### config.mk
export PLATFORM = sky130hd
export DESIGN_NAME = core_pwr_ctrl
export DESIGN_NICKNAME = d
export VERILOG_FILES = /design/src/rtl/pmc_pkg.sv /design/src/rtl/pmc_csr.sv /design/src/rtl/pmc_wake_det.sv /design/src/rtl/pmc_fsm.sv /design/src/rtl/core_pwr_ctrl.sv
export SDC_FILE = /design/constraint.sdc
export NUM_CORES = 1
export LEC_CHECK = 0
export ABC_AREA = 1
export CAP_MARGIN = 15
export CORE_MARGIN = 1.5
export CORE_UTILIZATION = 31
export CTS_BUF_LIST = sky130_fd_sc_hd__clkbuf_4 sky130_fd_sc_hd__clkbuf_8
export CTS_CLUSTER_DIAMETER = 40
export DETAILED_ROUTE_END_ITERATION = 16
export MAX_ROUTING_LAYER = met4
export PLACE_DENSITY = 0.66
export RECOVER_POWER = 25
export SYNTH_ARGS = -nofsm -noshare
export SYNTH_HDL_FRONTEND = slang
export SYNTH_SLANG_ARGS = --single-unit
export TNS_END_PERCENT = 1
### constraint.sdc
create_clock -name clk_i -period 1.1 [get_ports clk_i]
set_clock_uncertainty 0.1 [all_clocks]
set_input_delay 0.165 -clock clk_i [delete_from_list [all_inputs] [get_ports clk_i]]
set_output_delay 0.165 -clock clk_i [all_outputs]
set_load 0.05 [all_outputs]
### src/rtl/pmc_pkg.sv
package pmc_pkg;
  typedef enum logic [1:0] {
    PM_ACTIVE = 2'b00,
    PM_IDLE   = 2'b01,
    PM_WAKE   = 2'b10
  } pm_mode_e;

  localparam int CSR_W      = 4;
  localparam int BIT_IDLE   = 0;
  localparam int BIT_CLKOFF = 1;
  localparam int BIT_WAITEN = 2;
  localparam int BIT_RDY    = 3;

  localparam int N_LVL = 1;
  localparam int N_EDG = 2;
  localparam int SRC_W = N_LVL + N_EDG;
endpackage

### src/rtl/pmc_csr.sv
module pmc_csr
  import pmc_pkg::*;
(
  input  logic             clk_i,
  input  logic             rst_ni,
  input  logic             we_i,
  input  logic [CSR_W-1:0] wdata_i,
  input  logic             hw_clr_idle_i,
  input  logic             hw_clr_clkoff_i,
  input  logic             clk_rdy_i,
  output logic             idle_req_o,
  output logic             clk_off_o,
  output logic             wait_en_o,
  output logic [CSR_W-1:0] rdata_o
);
  logic idle_q, clkoff_q, waiten_q;

  // hardware clears win over a same-cycle software write
  always_ff @(posedge clk_i or negedge rst_ni) begin
    if (!rst_ni) begin
      idle_q   <= 1'b0;
      clkoff_q <= 1'b0;
      waiten_q <= 1'b0;
    end else begin
      if (we_i) begin
        idle_q   <= wdata_i[BIT_IDLE];
        clkoff_q <= wdata_i[BIT_CLKOFF];
        waiten_q <= wdata_i[BIT_WAITEN];
      end
      if (hw_clr_idle_i)   idle_q   <= 1'b0;
      if (hw_clr_clkoff_i) clkoff_q <= 1'b0;
    end
  end

  always_comb begin
    rdata_o             = '0;
    rdata_o[BIT_IDLE]   = idle_q;
    rdata_o[BIT_CLKOFF] = clkoff_q;
    rdata_o[BIT_WAITEN] = waiten_q;
    rdata_o[BIT_RDY]    = clk_rdy_i;
  end

  assign idle_req_o = idle_q;
  assign clk_off_o  = clkoff_q;
  assign wait_en_o  = waiten_q;
endmodule

### src/rtl/pmc_wake_det.sv
module pmc_wake_det #(
  parameter int N_LVL = 1,
  parameter int N_EDG = 2,
  localparam int NS   = N_LVL + N_EDG
) (
  input  logic             clk_i,
  input  logic             rst_ni,
  input  logic [N_LVL-1:0] lvl_i,
  input  logic [N_EDG-1:0] edg_i,
  input  logic             ack_i,
  output logic [NS-1:0]    src_o,
  output logic             wake_o
);
  logic [N_EDG-1:0] edg_q;
  logic [NS-1:0]    hit, src_q;

  always_ff @(posedge clk_i or negedge rst_ni) begin
    if (!rst_ni) edg_q <= '0;
    else         edg_q <= edg_i;
  end

  assign hit[N_LVL-1:0] = lvl_i;

  for (genvar g = 0; g < N_EDG; g++) begin : g_edge
    assign hit[N_LVL+g] = edg_i[g] & ~edg_q[g];
  end

  // ack empties the latch; a hit in the same cycle is kept
  always_ff @(posedge clk_i or negedge rst_ni) begin
    if (!rst_ni) src_q <= '0;
    else         src_q <= (ack_i ? '0 : src_q) | hit;
  end

  assign src_o  = src_q;
  assign wake_o = |src_q;
endmodule

### src/rtl/pmc_fsm.sv
module pmc_fsm
  import pmc_pkg::*;
(
  input  logic     clk_i,
  input  logic     rst_ni,
  input  logic     wait_i,
  input  logic     idle_req_i,
  input  logic     wait_en_i,
  input  logic     clk_off_i,
  input  logic     wake_i,
  input  logic     clk_rdy_i,
  output pm_mode_e mode_o,
  output logic     clr_clkoff_o,
  output logic     clr_idle_o,
  output logic     resume_o,
  output logic     hf_clk_en_o,
  output logic     halt_o
);
  pm_mode_e state_q, state_d;
  logic     resume_q;

  always_comb begin
    state_d = state_q;
    unique case (state_q)
      PM_ACTIVE: if (wait_i && idle_req_i && wait_en_i) state_d = PM_IDLE;
      PM_IDLE:   if (wake_i)    state_d = PM_WAKE;
      PM_WAKE:   if (clk_rdy_i) state_d = PM_ACTIVE;
      default:   state_d = PM_ACTIVE;
    endcase
  end

  assign clr_clkoff_o = (state_q == PM_IDLE) && wake_i;
  assign clr_idle_o   = (state_q == PM_WAKE) && clk_rdy_i;

  always_ff @(posedge clk_i or negedge rst_ni) begin
    if (!rst_ni) begin
      state_q  <= PM_ACTIVE;
      resume_q <= 1'b0;
    end else begin
      state_q  <= state_d;
      resume_q <= clr_idle_o;
    end
  end

  assign mode_o      = state_q;
  assign resume_o    = resume_q;
  assign halt_o      = (state_q != PM_ACTIVE);
  assign hf_clk_en_o = !(clk_off_i && (state_q != PM_ACTIVE));
endmodule

### src/rtl/core_pwr_ctrl.sv
module core_pwr_ctrl
  import pmc_pkg::*;
(
  input  logic             clk_i,
  input  logic             rst_ni,
  input  logic             csr_we_i,
  input  logic [CSR_W-1:0] csr_wdata_i,
  output logic [CSR_W-1:0] csr_rdata_o,
  input  logic             wait_i,
  input  logic             mask_evt_i,
  input  logic             nmi_i,
  input  logic             dbg_irq_i,
  input  logic             intack_i,
  input  logic             clk_rdy_i,
  output logic             hf_clk_en_o,
  output logic             core_halt_o,
  output logic [1:0]       mode_o,
  output logic             wake_o,
  output logic [SRC_W-1:0] wake_src_o,
  output logic             resume_o
);
  logic     idle_req, clk_off, wait_en, clr_idle, clr_clkoff;
  pm_mode_e mode;

  pmc_csr u_csr (
    .clk_i           (clk_i),
    .rst_ni          (rst_ni),
    .we_i            (csr_we_i),
    .wdata_i         (csr_wdata_i),
    .hw_clr_idle_i   (clr_idle),
    .hw_clr_clkoff_i (clr_clkoff),
    .clk_rdy_i       (clk_rdy_i),
    .idle_req_o      (idle_req),
    .clk_off_o       (clk_off),
    .wait_en_o       (wait_en),
    .rdata_o         (csr_rdata_o)
  );

  pmc_wake_det #(.N_LVL(N_LVL), .N_EDG(N_EDG)) u_wake (
    .clk_i  (clk_i),
    .rst_ni (rst_ni),
    .lvl_i  (mask_evt_i),
    .edg_i  ({dbg_irq_i, nmi_i}),
    .ack_i  (intack_i),
    .src_o  (wake_src_o),
    .wake_o (wake_o)
  );

  pmc_fsm u_fsm (
    .clk_i        (clk_i),
    .rst_ni       (rst_ni),
    .wait_i       (wait_i),
    .idle_req_i   (idle_req),
    .wait_en_i    (wait_en),
    .clk_off_i    (clk_off),
    .wake_i       (wake_o),
    .clk_rdy_i    (clk_rdy_i),
    .mode_o       (mode),
    .clr_clkoff_o (clr_clkoff),
    .clr_idle_o   (clr_idle),
    .resume_o     (resume_o),
    .hf_clk_en_o  (hf_clk_en_o),
    .halt_o       (core_halt_o)
  );

  assign mode_o = mode;
endmodule

==> run metrics, run 1 <==
number of placed cells counting well taps=91; Fillers=112; Cell Rows=13; number of global-route vias before repair=397; reg-to-reg setup timing slack=0.03 ns; fmax=0.737 GHz; FF+latch area=283 µm²; leakage power figure=0.000466 µW; met1 capacity usage during global routing=16.3%; DIE AREA=1770 µm²; clock latency of the later-clocked register in the worst-skew pair=0.27 ns; Final HPWL DP=841 µm; part of the Yosys area used for sequential elements=58.0%; main combinational cell family by area after synthesis=simple AND/OR/NAND/NOR gates; minimum setup slack in the final design=-0.258 ns; peak fanout along the critical path=2; most common cell after layout, fill and taps aside=buf_12; Cell Area, Placed=901 µm²; post-DR wirelength/cell=10.5 µm; net total in the final layout=96; global router's overall resource usage=13.6%; Worst Setup SP=u_fsm.mode_o[1]; number of vias per cell after detailed routing=4.36; worst relative slew slack=62.0%; post-synthesis sequential element count=11; dominant cells by area after synthesis=dfrtp_1 58%, inv_1 8.7%, buf_4 6.3%, nand2_1 6.3%, nand2_2 2.6%; vias=423; critical path startpoint category=register; global placement routability congestion=0.764; Synth Area in Compound Gates=8.44%; type of the setup path with the least slack=reg2out; outcome=complete, but fails checks; Yosys warning count=0; number of sinks on the clock net=11; fraction of synthesized cell area in xor and xnor cells=0%; DRT iter0 DRCs=1; diodes inserted=0; global-route layer with the greatest usage=met2; adder and majority gate portion of the synthesized area=0%; count of cell types in the netlist=15; setup repair after global routing missed its margin=true; Slew Limit Fails=0; post-route ant nets=0; Place WS=-0.122 ns; TritonCTS clock tree=yes; Peak VDD IR=838 µV; cts bufs inserted=3; fraction of synthesized area in multiplexers=0%; Final setup viols=11; CTS H-tree lvls=1; endpoint kind of the worst setup timing path=primary output; count of hold buffers inserted by post-cts repair=0; total power=1310 µW; worst setup path endpoint=hf_clk_en_o; Min Hold Slack=0.237 ns; violations in the final reports=negative setup slack; die span in y=42.1 µm; number of max-cap violations=0; leading cell types in the layout, fill and taps excluded=12 x buf_12, 10 x inv_1, 9 x clkdlybuf4s50_1; combined area of the multi-input logic cells=159 µm²; I/O Buffers=24; arrival time at the worst endpoint=1.09 ns; shortest period the worst path allows=1.36 ns; share of Yosys cell area claimed by the top area cell type=58.0%; simple-gate share of the synthesized area=16.9%; first-pass GRT wire length=1.70 mm; reg-to-reg endpoint=u_csr.clk_off_o; largest net degree at the start of global routing=12; cell type contributing the most total cell area after synthesis=dfrtp_1; total overflow reported by the global router=0; synthesized area per cell=9.30 µm²; FF-to-FF Start=u_fsm.mode_o[1]; total nets after synthesis=64; Slew @ Worst Pin=0.571 ns; wire length after detailed routing=1.02 mm; Post-Synthesis Cell Area=474 µm²; top-level port count=26; met2 track demand over resource=20.6%; root buffer selected by CTS=clkbuf_4; Final Cell Area=958 µm²; die span in x=42.1 µm; r2r worst-path depth=5; Layout Cells excl Fill=97; core area=1370 µm²; antenna violations before repair=0; met3 routing resource usage after global routing=3.88%; Initial Util=34.7%; final count of hold timing violations=0; clk buf depth=2; path category of the worst min-delay check=in2reg; power per standard cell area=1360 nW/µm²; Post-Syn Instances=51; DRC=0; Clk pin slew, worst setup/hold paths=0.07 ns; CP Data Required Time=0.83 ns; synth-to-layout area growth=102%; Tcrit/Tclk final=123%; total iterations of the first detailed-routing run=2; fraction of layout instances using a drive strength above 1=47.6%
## flip-flops by register name (all words and copies together), names as in the netlist
signal,cells
u_fsm.resume_o,1
u_fsm.mode_o,2
u_csr.wait_en_o,1
u_csr.clk_off_o,1
u_csr.idle_req_o,1
u_wake.edg_q,2
u_wake.src_o,3
## area by class of cell
cell class / count / share of cell area [%]
Multi-Input combinational cell: 23 / 16.6
Tap cell: 15 / 1.96
Inverter: 13 / 5.35
Timing Repair Buffer: 31 / 43.5
Sequential cell: 11 / 29.5
Clock buffer: 4 / 3.13
## power breakdown
group | switching, µW | internal, µW | leakage, µW | total [µW]
clock network | 136 | 165 | 0.0000184 | 301
logic | 267 | 258 | 0.000318 | 525
registers | 41.2 | 441 | 0.000129 | 483
total | 444 | 864 | 0.000466 | 1310
## cell families after synthesis
group                  after synthesis
AO/OA/AOI/OAI                        7
buffers and inverters               17
flip-flops                          11
AND/OR/NAND/NOR                     16
## cell usage after synthesis, drive strengths merged
master  instances
nand3           2
o21ai           4
nor2            3
dfrtp          11
o22ai           2
o21bai          1
buf             4
nand2          10
nand4           1
inv            13
## critical path: stages, from the launching register on
cell	delay (ns)
dfrtp_2	0.43
nor2_4	0.14
inv_4	0.07
nand2_8	0.07
buf_12	0.12
## what timing repair did
| item | 4_1_cts | 5_1_grt |
|---|---|---|
| resized for setup | 5 | 1 |
| setup endpoints to repair | 12 | 14 |
| pin swaps | 2 | 2 |
| setup buffers | 2 | 0 |
## per-layer routing
layer | wire length, µm | vias up | share of wire [%]
met5 | 0 | - | 0
met4 | 29 | 0 | 2.8
met3 | 48 | 4 | 4.7
met2 | 554 | 15 | 54
met1 | 389 | 189 | 38
li1 | - | 215 | -
## per-stage QoR
step / setup TNS [ns] / utilization [%]
detailed placement: -0.232 / 65.9
CTS: -1.48 / 70.1
global route: -1.73 / 70.1
floorplan: -0.189 / -
finish: -1.38 / 70.1
global placement: -0.184 / 65.9
## worst min path at each step
stage | start | endpoint | slack (ns) | cells after the start
after floorplan | rst_ni | u_csr.clk_off_o | -0.23 | 0
after global placement | u_wake.edg_q[1] | u_wake.src_o[2] | 0.30 | 1
after detailed placement | u_wake.edg_q[1] | u_wake.src_o[2] | 0.31 | 1
after CTS | rst_ni | u_wake.src_o[0] | 0.08 | 2
after global routing | clk_rdy_i | u_fsm.mode_o[1] | 0.24 | 2
final | clk_rdy_i | u_fsm.mode_o[1] | 0.24 | 2
No activity file was read; power rests on OpenSTA's default activity.
==> run 2: changes to the inputs <==
--- a/config.mk
+++ b/config.mk
@@ -6,7 +6,7 @@
 export NUM_CORES = 1
 export LEC_CHECK = 0
 export ABC_AREA = 1
-export CAP_MARGIN = 15
+export CAP_MARGIN = 20
 export CORE_MARGIN = 1.5
 export CORE_UTILIZATION = 31
 export CTS_BUF_LIST = sky130_fd_sc_hd__clkbuf_4 sky130_fd_sc_hd__clkbuf_8
==> results of run 2 <==
The final DEF is identical to that of run 1; final timing and power are the same.
==> run 3: changes to the inputs <==
--- a/config.mk
+++ b/config.mk
@@ -7,7 +7,6 @@
 export LEC_CHECK = 0
 export ABC_AREA = 1
 export CAP_MARGIN = 20
-export CORE_MARGIN = 1.5
 export CORE_UTILIZATION = 31
 export CTS_BUF_LIST = sky130_fd_sc_hd__clkbuf_4 sky130_fd_sc_hd__clkbuf_8
 export CTS_CLUSTER_DIAMETER = 40
==> run metrics, run 3 (synthesis gave the netlist of run 1 again) <==
outcome=complete, but fails checks; violations in the final reports=negative setup slack; Tcrit/Tclk final=123%; global placement routability congestion=0.753; top-level port count=26; die span in x=41.1 µm; total iterations of the first detailed-routing run=2; diodes inserted=0; sum of buffers and inverters on the critical path=2; clock latency of the later-clocked register in the worst-skew pair=0.27 ns; total number of cells along the worst setup path=4; synth-to-layout area growth=101%; leakage power figure=0.000461 µW; Clk pin slew, worst setup/hold paths=0.07 ns; die span in y=41.1 µm; cell breakdown of the critical path=nor2_4 -> inv_4 -> nand2_8 -> buf_12; Final setup viols=11; core area=1370 µm²; largest net degree at the start of global routing=12; Final HPWL DP=818 µm; setup repair after global routing missed its margin=true; worst relative slew slack=61.2%; final count of hold timing violations=0; shortest period the worst path allows=1.36 ns; leading cell types in the layout, fill and taps excluded=12 x buf_12, 10 x inv_1, 9 x clkdlybuf4s50_1; r2r worst-path depth=5; Min Hold Slack=0.250 ns; peak fanout along the critical path=2; flip-flop count of the largest register after layout=3; DRC=0; minimum setup slack in the final design=-0.258 ns; Initial Util=34.7%; CTS H-tree lvls=1; critical path startpoint category=register; post-DR wirelength/cell=10.6 µm; antenna violations before repair=0; count of hold buffers inserted by post-cts repair=0; Cell Area, Placed=901 µm²; number of global-route vias before repair=390; delay-heaviest family, CP=flip-flops; stage delay of the slowest cell on the critical path=0.43 ns; fmax=0.736 GHz; Slew Limit Fails=0; TritonCTS clock tree=yes; Cell Rows=13; net total in the final layout=95; first-pass GRT wire length=1.59 mm; Final Cell Area=952 µm²; DIE AREA=1690 µm²; cts bufs inserted=3; global router's overall resource usage=15.9%; Peak VDD IR=1100 µV; number of sinks on the clock net=11; post-route ant nets=0; endpoint kind of the worst setup timing path=primary output; CP max stage cell=dfrtp_2; Slew @ Worst Pin=0.582 ns; DRT iter0 DRCs=6; fraction of layout instances using a drive strength above 1=46.9%; most common cell after layout, fill and taps aside=buf_12; vias=410; total overflow reported by the global router=0; path category of the worst min-delay check=in2reg; wire length after detailed routing=1.01 mm; number of instances on the worst hold path=2; number of vias per cell after detailed routing=4.27; clk buf depth=2; type of the setup path with the least slack=reg2out; I/O Buffers=24; arrival time at the worst endpoint=1.09 ns; CP Data Required Time=0.83 ns; power per standard cell area=1340 nW/µm²; root buffer selected by CTS=clkbuf_4; number of max-cap violations=0
-- run 3: cell types whose count changed in the layout (fill, tap and decap cells not counted), sizes merged --
cell,delta
clkinv,+1
clkbuf,-1
buf,-1
-- run 3: per-layer routing --
layer  GRT usage [%]  vias up  wire (µm)
met1            16.5      179        404
met2            25.0       12        526
met4            9.68        0         28
li1                -      215          -
met3            6.52        4         53
met5               -        -          0
-- run 3: per-stage QoR --
stage	setup slack, ns	utilization [%]	total power (µW)	instances	setup TNS (ns)
after floorplan	-0.0844	-	738	51	-0.189
after global placement	-0.0815	65.9	993	91	-0.162
after detailed placement	-0.110	65.9	1000	91	-0.252
after CTS	-0.277	69.6	1300	96	-1.55
after global routing	-0.302	69.7	1340	96	-1.81
final	-0.258	69.7	1280	96	-1.39
-- run 3: timing repair --
item                       in CTS  in global routing
cloned                          0                  0
setup buffers                   1                  0
resized for setup               6                  1
setup endpoints to repair      14                 14
pin swaps                       2                  3
hold endpoints to repair        0                  0
-- run 3: final cells by class --
type	instances	area, µm²
clock buffers	3	22.5
clock inverters	1	5.00
fillers	108	414
inverters	13	51.3
multi-input cells	23	159
flip-flops and latches	11	283
well taps	15	18.8
repair buffers	30	413
-- run 3: path summary, 6_finish.rpt --
check | startpoint | endpoint | slack, ns
setup / recovery | u_fsm.mode_o[0] | hf_clk_en_o | -0.26
hold / removal | clk_rdy_i | u_fsm.mode_o[1] | 0.25
setup reg to reg | u_fsm.mode_o[1] | u_csr.clk_off_o | 0.03
hold reg to reg | u_wake.edg_q[0] | u_wake.src_o[1] | 0.32
max in group asynchronous | rst_ni | u_wake.src_o[1] | 0.19
min in group asynchronous | rst_ni | u_fsm.mode_o[0] | 0.30
-- run 3: report_power, final --
group | internal (µW) | total (µW) | switching, µW
sequential | 441 | 484 | 42.2
combinational | 254 | 521 | 267
clock | 135 | 272 | 137
